<file path="src/rtl/trim_pkg.sv">
package trim_pkg;
  typedef enum logic [1:0] {
    CORR_NONE  = 2'd0,
    CORR_SHORT = 2'd1,
    CORR_LONG  = 2'd2
  } corr_e;
endpackage

</file>
<file path="src/rtl/trim_fine_stage.sv">
// Free-running fine counter. A unit event marks the end of one fine
// period, measured against a phase register that can move by half a period.
module trim_fine_stage #(
  parameter int FINE_W  = 8,
  parameter int TAP_BIT = 5
) (
  input  logic clk,
  input  logic rst_n,
  input  logic step,
  input  logic shift,
  output logic unit_evt,
  output logic tap
);
  localparam logic [FINE_W-1:0] HALF = FINE_W'(2 ** (FINE_W - 1));

  logic [FINE_W-1:0] lo_q, ph_q, lo_nxt;

  assign lo_nxt   = lo_q + 1'b1;
  assign unit_evt = step && (lo_nxt == ph_q);
  assign tap      = lo_q[TAP_BIT];

  always_ff @(posedge clk or negedge rst_n) begin
    if (!rst_n) begin
      lo_q <= '0;
      ph_q <= '0;
    end else begin
      if (step)  lo_q <= lo_nxt;
      if (shift) ph_q <= ph_q + HALF;
    end
  end

  // the tap holds while no step is enabled
  p_tap_hold_r8: assert property (@(posedge clk) disable iff (!rst_n)
    !step |=> $stable(tap));
endmodule

</file>
<file path="src/rtl/trim_coarse_stage.sv">
// Counts fine periods up to the end of a second. The end point moves
// for shortened seconds. Lengthened seconds take an extra half period.
module trim_coarse_stage
  import trim_pkg::*;
#(
  parameter int UNITS = 128
) (
  input  logic  clk,
  input  logic  rst_n,
  input  logic  unit_evt,
  input  corr_e mode,
  output logic  sec_end,
  output logic  shift
);
  localparam int HI_W = $clog2(UNITS);

  logic [HI_W-1:0] hi_q, last;
  logic            ext_q, at_last;

  assign last    = (mode == CORR_SHORT) ? HI_W'(UNITS - 2) : HI_W'(UNITS - 1);
  assign at_last = (hi_q == last);
  assign sec_end = unit_evt && (ext_q || (at_last && mode != CORR_LONG));
  assign shift   = unit_evt && !ext_q && at_last && (mode == CORR_LONG);

  always_ff @(posedge clk or negedge rst_n) begin
    if (!rst_n) begin
      hi_q  <= '0;
      ext_q <= 1'b0;
    end else if (unit_evt) begin
      if (ext_q) begin
        ext_q <= 1'b0;
        hi_q  <= '0;
      end else if (at_last) begin
        hi_q  <= '0;
        ext_q <= (mode == CORR_LONG);
      end else begin
        hi_q  <= hi_q + 1'b1;
      end
    end
  end

  // the extra half period is spent with the unit counter at zero
  p_ext_hi_zero_r5: assert property (@(posedge clk) disable iff (!rst_n)
    ext_q |-> (hi_q == '0));
endmodule

</file>
<file path="src/rtl/trim_cycle_track.sv">
// Second and minute position within the correction cycle, plus the
// magnitude and direction sampled at each cycle start.
module trim_cycle_track
  import trim_pkg::*;
#(
  parameter int MAG_W       = 5,
  parameter int SEC_PER_MIN = 60,
  parameter int MIN_PER_CYC = 64
) (
  input  logic             clk,
  input  logic             rst_n,
  input  logic             step,
  input  logic             sec_end,
  input  logic [MAG_W-1:0] mag,
  input  logic             pos,
  output corr_e            mode
);
  localparam int SEC_W = $clog2(SEC_PER_MIN);
  localparam int MIN_W = $clog2(MIN_PER_CYC);

  logic [SEC_W-1:0] sec_q;
  logic [MIN_W-1:0] min_q;
  logic [MAG_W-1:0] mag_q;
  logic             pos_q, load_pend_q;
  logic             last_sec, last_min, cyc_end;

  assign last_sec = (sec_q == SEC_W'(SEC_PER_MIN - 1));
  assign last_min = (min_q == MIN_W'(MIN_PER_CYC - 1));
  assign cyc_end  = sec_end && last_sec && last_min;

  always_ff @(posedge clk or negedge rst_n) begin
    if (!rst_n) begin
      sec_q       <= '0;
      min_q       <= '0;
      mag_q       <= '0;
      pos_q       <= 1'b0;
      load_pend_q <= 1'b1;
    end else begin
      if (step && load_pend_q) begin
        mag_q       <= mag;
        pos_q       <= pos;
        load_pend_q <= 1'b0;
      end
      if (sec_end) begin
        if (last_sec) begin
          sec_q <= '0;
          min_q <= last_min ? '0 : min_q + 1'b1;
        end else begin
          sec_q <= sec_q + 1'b1;
        end
      end
      if (cyc_end) begin
        mag_q <= mag;
        pos_q <= pos;
      end
    end
  end

  always_comb begin
    mode = CORR_NONE;
    if (sec_q == '0 && int'(min_q) < 2 * int'(mag_q))
      mode = pos_q ? CORR_SHORT : CORR_LONG;
  end

  // the correction choice changes only at second boundaries
  p_mode_hold_r3: assert property (@(posedge clk) disable iff (!rst_n)
    (!sec_end && !load_pend_q) |=> $stable(mode));
  // minute index stays inside the cycle
  p_min_range_r2: assert property (@(posedge clk) disable iff (!rst_n)
    int'(min_q) < MIN_PER_CYC);
endmodule

</file>
<file path="src/rtl/trim_divider.sv">
module trim_divider
  import trim_pkg::*;
#(
  parameter int FINE_W      = 8,
  parameter int UNITS       = 128,
  parameter int TAP_BIT     = 5,
  parameter int MAG_W       = 5,
  parameter int SEC_PER_MIN = 60,
  parameter int MIN_PER_CYC = 64
) (
  input  logic             clk,
  input  logic             rst_n,
  input  logic             osc_en,
  input  logic             stop,
  input  logic [MAG_W-1:0] cal_mag,
  input  logic             cal_pos,
  output logic             tick_o,
  output logic             tap_o
);
  localparam logic [31:0] LEN_NORM  = 32'((2 ** FINE_W) * UNITS);
  localparam logic [31:0] LEN_SHORT = LEN_NORM - 32'(2 ** FINE_W);
  localparam logic [31:0] LEN_LONG  = LEN_NORM + 32'(2 ** (FINE_W - 1));

  logic  step_en, unit_evt, sec_end, shift, tick_q;
  corr_e mode;

  assign step_en = osc_en & ~stop;

  trim_fine_stage #(.FINE_W(FINE_W), .TAP_BIT(TAP_BIT)) u_fine (
    .clk(clk), .rst_n(rst_n), .step(step_en), .shift(shift),
    .unit_evt(unit_evt), .tap(tap_o));

  trim_coarse_stage #(.UNITS(UNITS)) u_coarse (
    .clk(clk), .rst_n(rst_n), .unit_evt(unit_evt), .mode(mode),
    .sec_end(sec_end), .shift(shift));

  trim_cycle_track #(.MAG_W(MAG_W), .SEC_PER_MIN(SEC_PER_MIN),
    .MIN_PER_CYC(MIN_PER_CYC)) u_track (
    .clk(clk), .rst_n(rst_n), .step(step_en), .sec_end(sec_end),
    .mag(cal_mag), .pos(cal_pos), .mode(mode));

  always_ff @(posedge clk or negedge rst_n) begin
    if (!rst_n) tick_q <= 1'b0;
    else        tick_q <= sec_end;
  end
  assign tick_o = tick_q;

  // Step count since the last tick, kept for the length check only
  logic [31:0] len_q;
  always_ff @(posedge clk or negedge rst_n) begin
    if (!rst_n)       len_q <= '0;
    else if (step_en) len_q <= sec_end ? '0 : len_q + 32'd1;
  end

  // every second has one of the three legal lengths
  p_sec_len_r4: assert property (@(posedge clk) disable iff (!rst_n)
    sec_end |-> (len_q + 32'd1 == LEN_NORM || len_q + 32'd1 == LEN_SHORT ||
                 len_q + 32'd1 == LEN_LONG));
  // a tick follows an enabled step
  p_tick_after_step_r1: assert property (@(posedge clk) disable iff (!rst_n)
    tick_o |-> $past(step_en));
endmodule

</file>
<file path="config.mk">
export PLATFORM = sky130hd
export DESIGN_NAME = trim_divider
export DESIGN_NICKNAME = d
export VERILOG_FILES = /design/src/rtl/trim_pkg.sv /design/src/rtl/trim_fine_stage.sv /design/src/rtl/trim_coarse_stage.sv /design/src/rtl/trim_cycle_track.sv /design/src/rtl/trim_divider.sv
export SDC_FILE = /design/constraint.sdc
export NUM_CORES = 1
export LEC_CHECK = 0
export ABC_AREA = 1
export BUFFER_PORTS_ARGS = -buffer_cell sky130_fd_sc_hd__buf_2
export CAP_MARGIN = 25
export CORE_MARGIN = 3
export CORE_UTILIZATION = 54
export DETAILED_ROUTE_END_ITERATION = 12
export GPL_ROUTABILITY_DRIVEN = 0
export PLACE_DENSITY = 0.84
export SYNTH_ARGS = -nofsm -noshare
export SYNTH_HDL_FRONTEND = slang
export SYNTH_HIERARCHICAL = 1
export SYNTH_SLANG_ARGS = --single-unit
</file>
<file path="constraint.sdc">
create_clock -name clk -period 2.4 [get_ports clk]
set_input_delay 0.36 -clock clk [delete_from_list [all_inputs] [get_ports clk]]
set_output_delay 0.36 -clock clk [all_outputs]
set_load 0.005 [all_outputs]
</file>
==> impl_metrics.py <==
metrics = {
    "sta": {
        "tightest_slew_ps": 810,
        "hold_viol": 0,
        "fmax_ghz": 0.384,
        "finalSetupViolCount": 17,
        "fin_crit_ps": 2610,
        "setup_slack_ps": -206,
        "rsz0062_at_grt": "true",
        "slew_headroom_pct": 46.0,
        "final-max-slew-violation-count": 0,
        "setup-tns-final_ps": -2320,
        "period_share_pct": 109,
        "clock_skew_ps": 5.27,
    },
    "power_and_ir_drop": {
        "seqPwrFrac_pct": 44.7,
        "switching_power_uw": 656,
        "power_frac_clock_pct": 24.9,
        "vdd_drop_max_uv": 506,
        "leakage_uw": 0.00144,
        "power.density_nw_per_um2": 694,
        "swShare_pct": 34.1,
        "p_total_uw": 1920,
        "combPwrFrac_pct": 30.4,
        "p_int_uw": 1270,
    },
    "drt": {
        "viasPerCell": 5.23,
        "drc": 0,
        "firstDrtPassIters": 4,
        "ant_nets": 0,
        "wl_per_cell_um": 13.8,
        "via_count": 1950,
        "finalWirelength_um": 5150,
        "drtIter0Drc": 138,
    },
    "clock_network": {
        "clockRootBuffer": "clkbuf_8",
        "h-tree-depth": 2,
        "cts_hold_buffers": 0,
        "clk_latency_ps": 290,
        "cts_sinks": 37,
        "cts_buffer_depth": 2,
        "cts_tree": "done",
        "numCtsBuffers": 5,
        "clkTransAtPathRegs_ps": 70,
    },
    "floorplan": {
        "ios": 12,
        "die_height_um": 69.5,
        "initial_core_util_pct": 57.7,
        "dieArea_um2": 4830,
        "die_w_um": 69.5,
        "placement_rows": 22,
        "core_region_area_um2": 3770,
    },
    "final_layout": {
        "layout-drive-gt1-share_pct": 33.8,
        "antenna_cells": 0,
        "fin_nets": 343,
        "area_delta_synth_final_pct": 27.4,
    },
    "worst_setup_path": {
        "worst_setup_path_start_kind": "flop",
        "r2r-start": "u_track/min_q[4]",
        "cp.arrival_ps": 2810,
        "cp_max_fo": 6,
        "end_kind": "flop",
        "cp_data_required_time_ps": 2610,
        "criticalPathCategory": "reg2reg",
        "reg2reg_depth": 19,
        "rrSetupSlack_ps": -210,
        "timing.rr.end": "u_track/mag_q[3]",
    },
    "hold_path": {
        "hold_path_class": "in2async",
    },
    "outcome": {
        "status": "complete, but fails checks",
        "violations": "negative setup slack",
    },
    "yosys": {
        "yosysSeqAreaShare_pct": 42.6,
        "syn_inst": 276,
        "synth_seq_cells": 37,
        "ys_types": 28,
        "syn_area_um2": 2180,
        "avgSynthCellArea_um2": 7.88,
        "yosysWarnings": 6,
        "syn_nets": 295,
    },
    "grt": {
        "grt_pass1_wl_um": 8050,
        "grt.total_usage_pct": 20.6,
        "grt_pass1_vias": 1915,
        "grt.overflow.total": 0,
        "antenna_found_initial": 0,
        "grt_max_degree": 38,
    },
    "placement": {
        "place_ws_ps": -154,
        "dpl.hpwl_um": 3240,
        "port-buffer-count": 11,
    },
    "run": {
        "cap_violations": 0,
    },
}
## sequential cells by signal, indices dropped and copies added (netlist names)
signal,count
u_track/sec_q,6
u_coarse/hi_q,7
u_coarse/ext_q,1
u_track/mag_q,5
tick_o,1
u_track/load_pend_q,1
u_track/pos_q,1
u_track/min_q,6
u_fine/lo_q,8
u_fine/ph_q,1
## area by class of cell
class / count / area (µm²)
multi-input cells: 197 / 1230
fillers: 261 / 1000
flip-flops and latches: 37 / 927
repair buffers: 43 / 299
well taps: 48 / 60.1
clock buffers: 7 / 96.3
inverters: 40 / 150
clock inverters: 1 / 5.00
## cell usage in the layout (no fill, tap or decap), types with 2 or more instances in the layout
cell      Yosys  final
ha_4          0      4
dfrtp_1      36     36
inv_2         0      7
o21ai_2       4      6
nand2_2       8     12
clkbuf_8      0      7
o21ai_0      11      7
o21ai_1       4      6
inv_1        39     32
nor2_1       20     19
a21oi_1       7      6
buf_4         0     31
xor2_1        3      3
buf_2         2     11
nand2_8       0      2
nor2_2        5      5
nand4_1       5      5
nand2_4       3      7
nand2_1      79     70
nand3_1      20     19
nor2_4        4      5
xnor2_1       4      3
nand3_2       3      4
ha_1          9      4
## cell usage after synthesis
master	count	area share, %
nand2_1	79	14
inv_1	39	6.7
dfrtp_1	36	41
nand3_1	20	4.6
nor2_1	20	3.5
o21ai_0	11	2.5
ha_1	9	5.2
nand2_2	8	2.3
a21oi_1	7	1.6
nand4_1	5	1.4
nor2_2	5	1.4
nor2_4	4	2.1
o21ai_1	4	0.92
o21ai_2	4	1.6
xnor2_1	4	1.6
nand2_4	3	1.6
nand3_2	3	1.4
xor2_1	3	1.2
buf_2	2	0.46
nor3_1	2	0.46
a21boi_0	1	0.35
buf_12	1	0.92
clkinv_1	1	0.17
dfstp_2	1	1.2
o21bai_1	1	0.35
o21bai_4	1	0.86
o22ai_1	1	0.29
or2_2	1	0.29
## worst max path at each step
stage | startpoint | end
after CTS | u_track/min_q[4] | u_track/sec_q[4]
after global routing | u_track/sec_q[0] | u_track/mag_q[3]
after floorplan | u_track/min_q[3] | u_track/pos_q
after detailed placement | u_track/mag_q[3] | u_track/mag_q[0]
final | u_track/min_q[4] | u_track/mag_q[3]
after global placement | u_track/mag_q[3] | u_track/mag_q[0]
## per-stage QoR
stage	area (µm²)	util, %	hold slack [ps]	instances
2_1_floorplan	2200	-	64.4	276
3_3_place_gp	2440	64.8	425	353
4_1_cts	2610	69.2	189	366
5_1_grt	2770	73.5	229	373
3_5_place_dp	2440	64.8	434	353
6_report	2770	73.5	159	373
## what timing repair did
item,in CTS,in global routing
pin swaps,11,18
buffers inserted,4,7
gates resized for setup,7,26
cloned,1,0
endpoints found under the setup margin,16,16
## power by group through the flow
stage               Clock, µW  Sequential [µW]  Combinational [µW]
floorplan                   0              837                 332
global placement            0              853                 468
detailed placement          0              861                 489
CTS                       496              851                 501
global route              523              874                 647
finish                    478              860                 584
## worst max-delay path: stages, from the launching register on
cell	delay [ps]
dfrtp_1	430
ha_4	300
nand2_2	40
nor2_1	100
o21ai_1	70
nand4_1	130
nor2_1	50
inv_1	130
nand2_2	80
nand2_2	100
nand2_4	70
o21bai_4	180
nand2_2	90
nor2_4	130
nand3_2	90
nor2_4	160
nand2_4	120
nand2_8	120
nand2_2	70
o21ai_2	70
## cells by family after synthesis
group	share of synthesized area, %
and+or+nand+nor	32.6
buffers and inverters	8.28
DFF	42.6
AOI/OAI and AO/OA	8.51
adders and majority gates	5.18
xor gates and xnor gates	2.82
## layer usage
metal	share of wire [%]	vias up	track usage, %
li1	-	970	-
met1	39	905	23.6
met2	52	56	35.5
met3	4.2	19	4.35
met4	4.2	0	11.3
met5	0	-	0
Note: power is estimated with default switching activity, not from simulation.
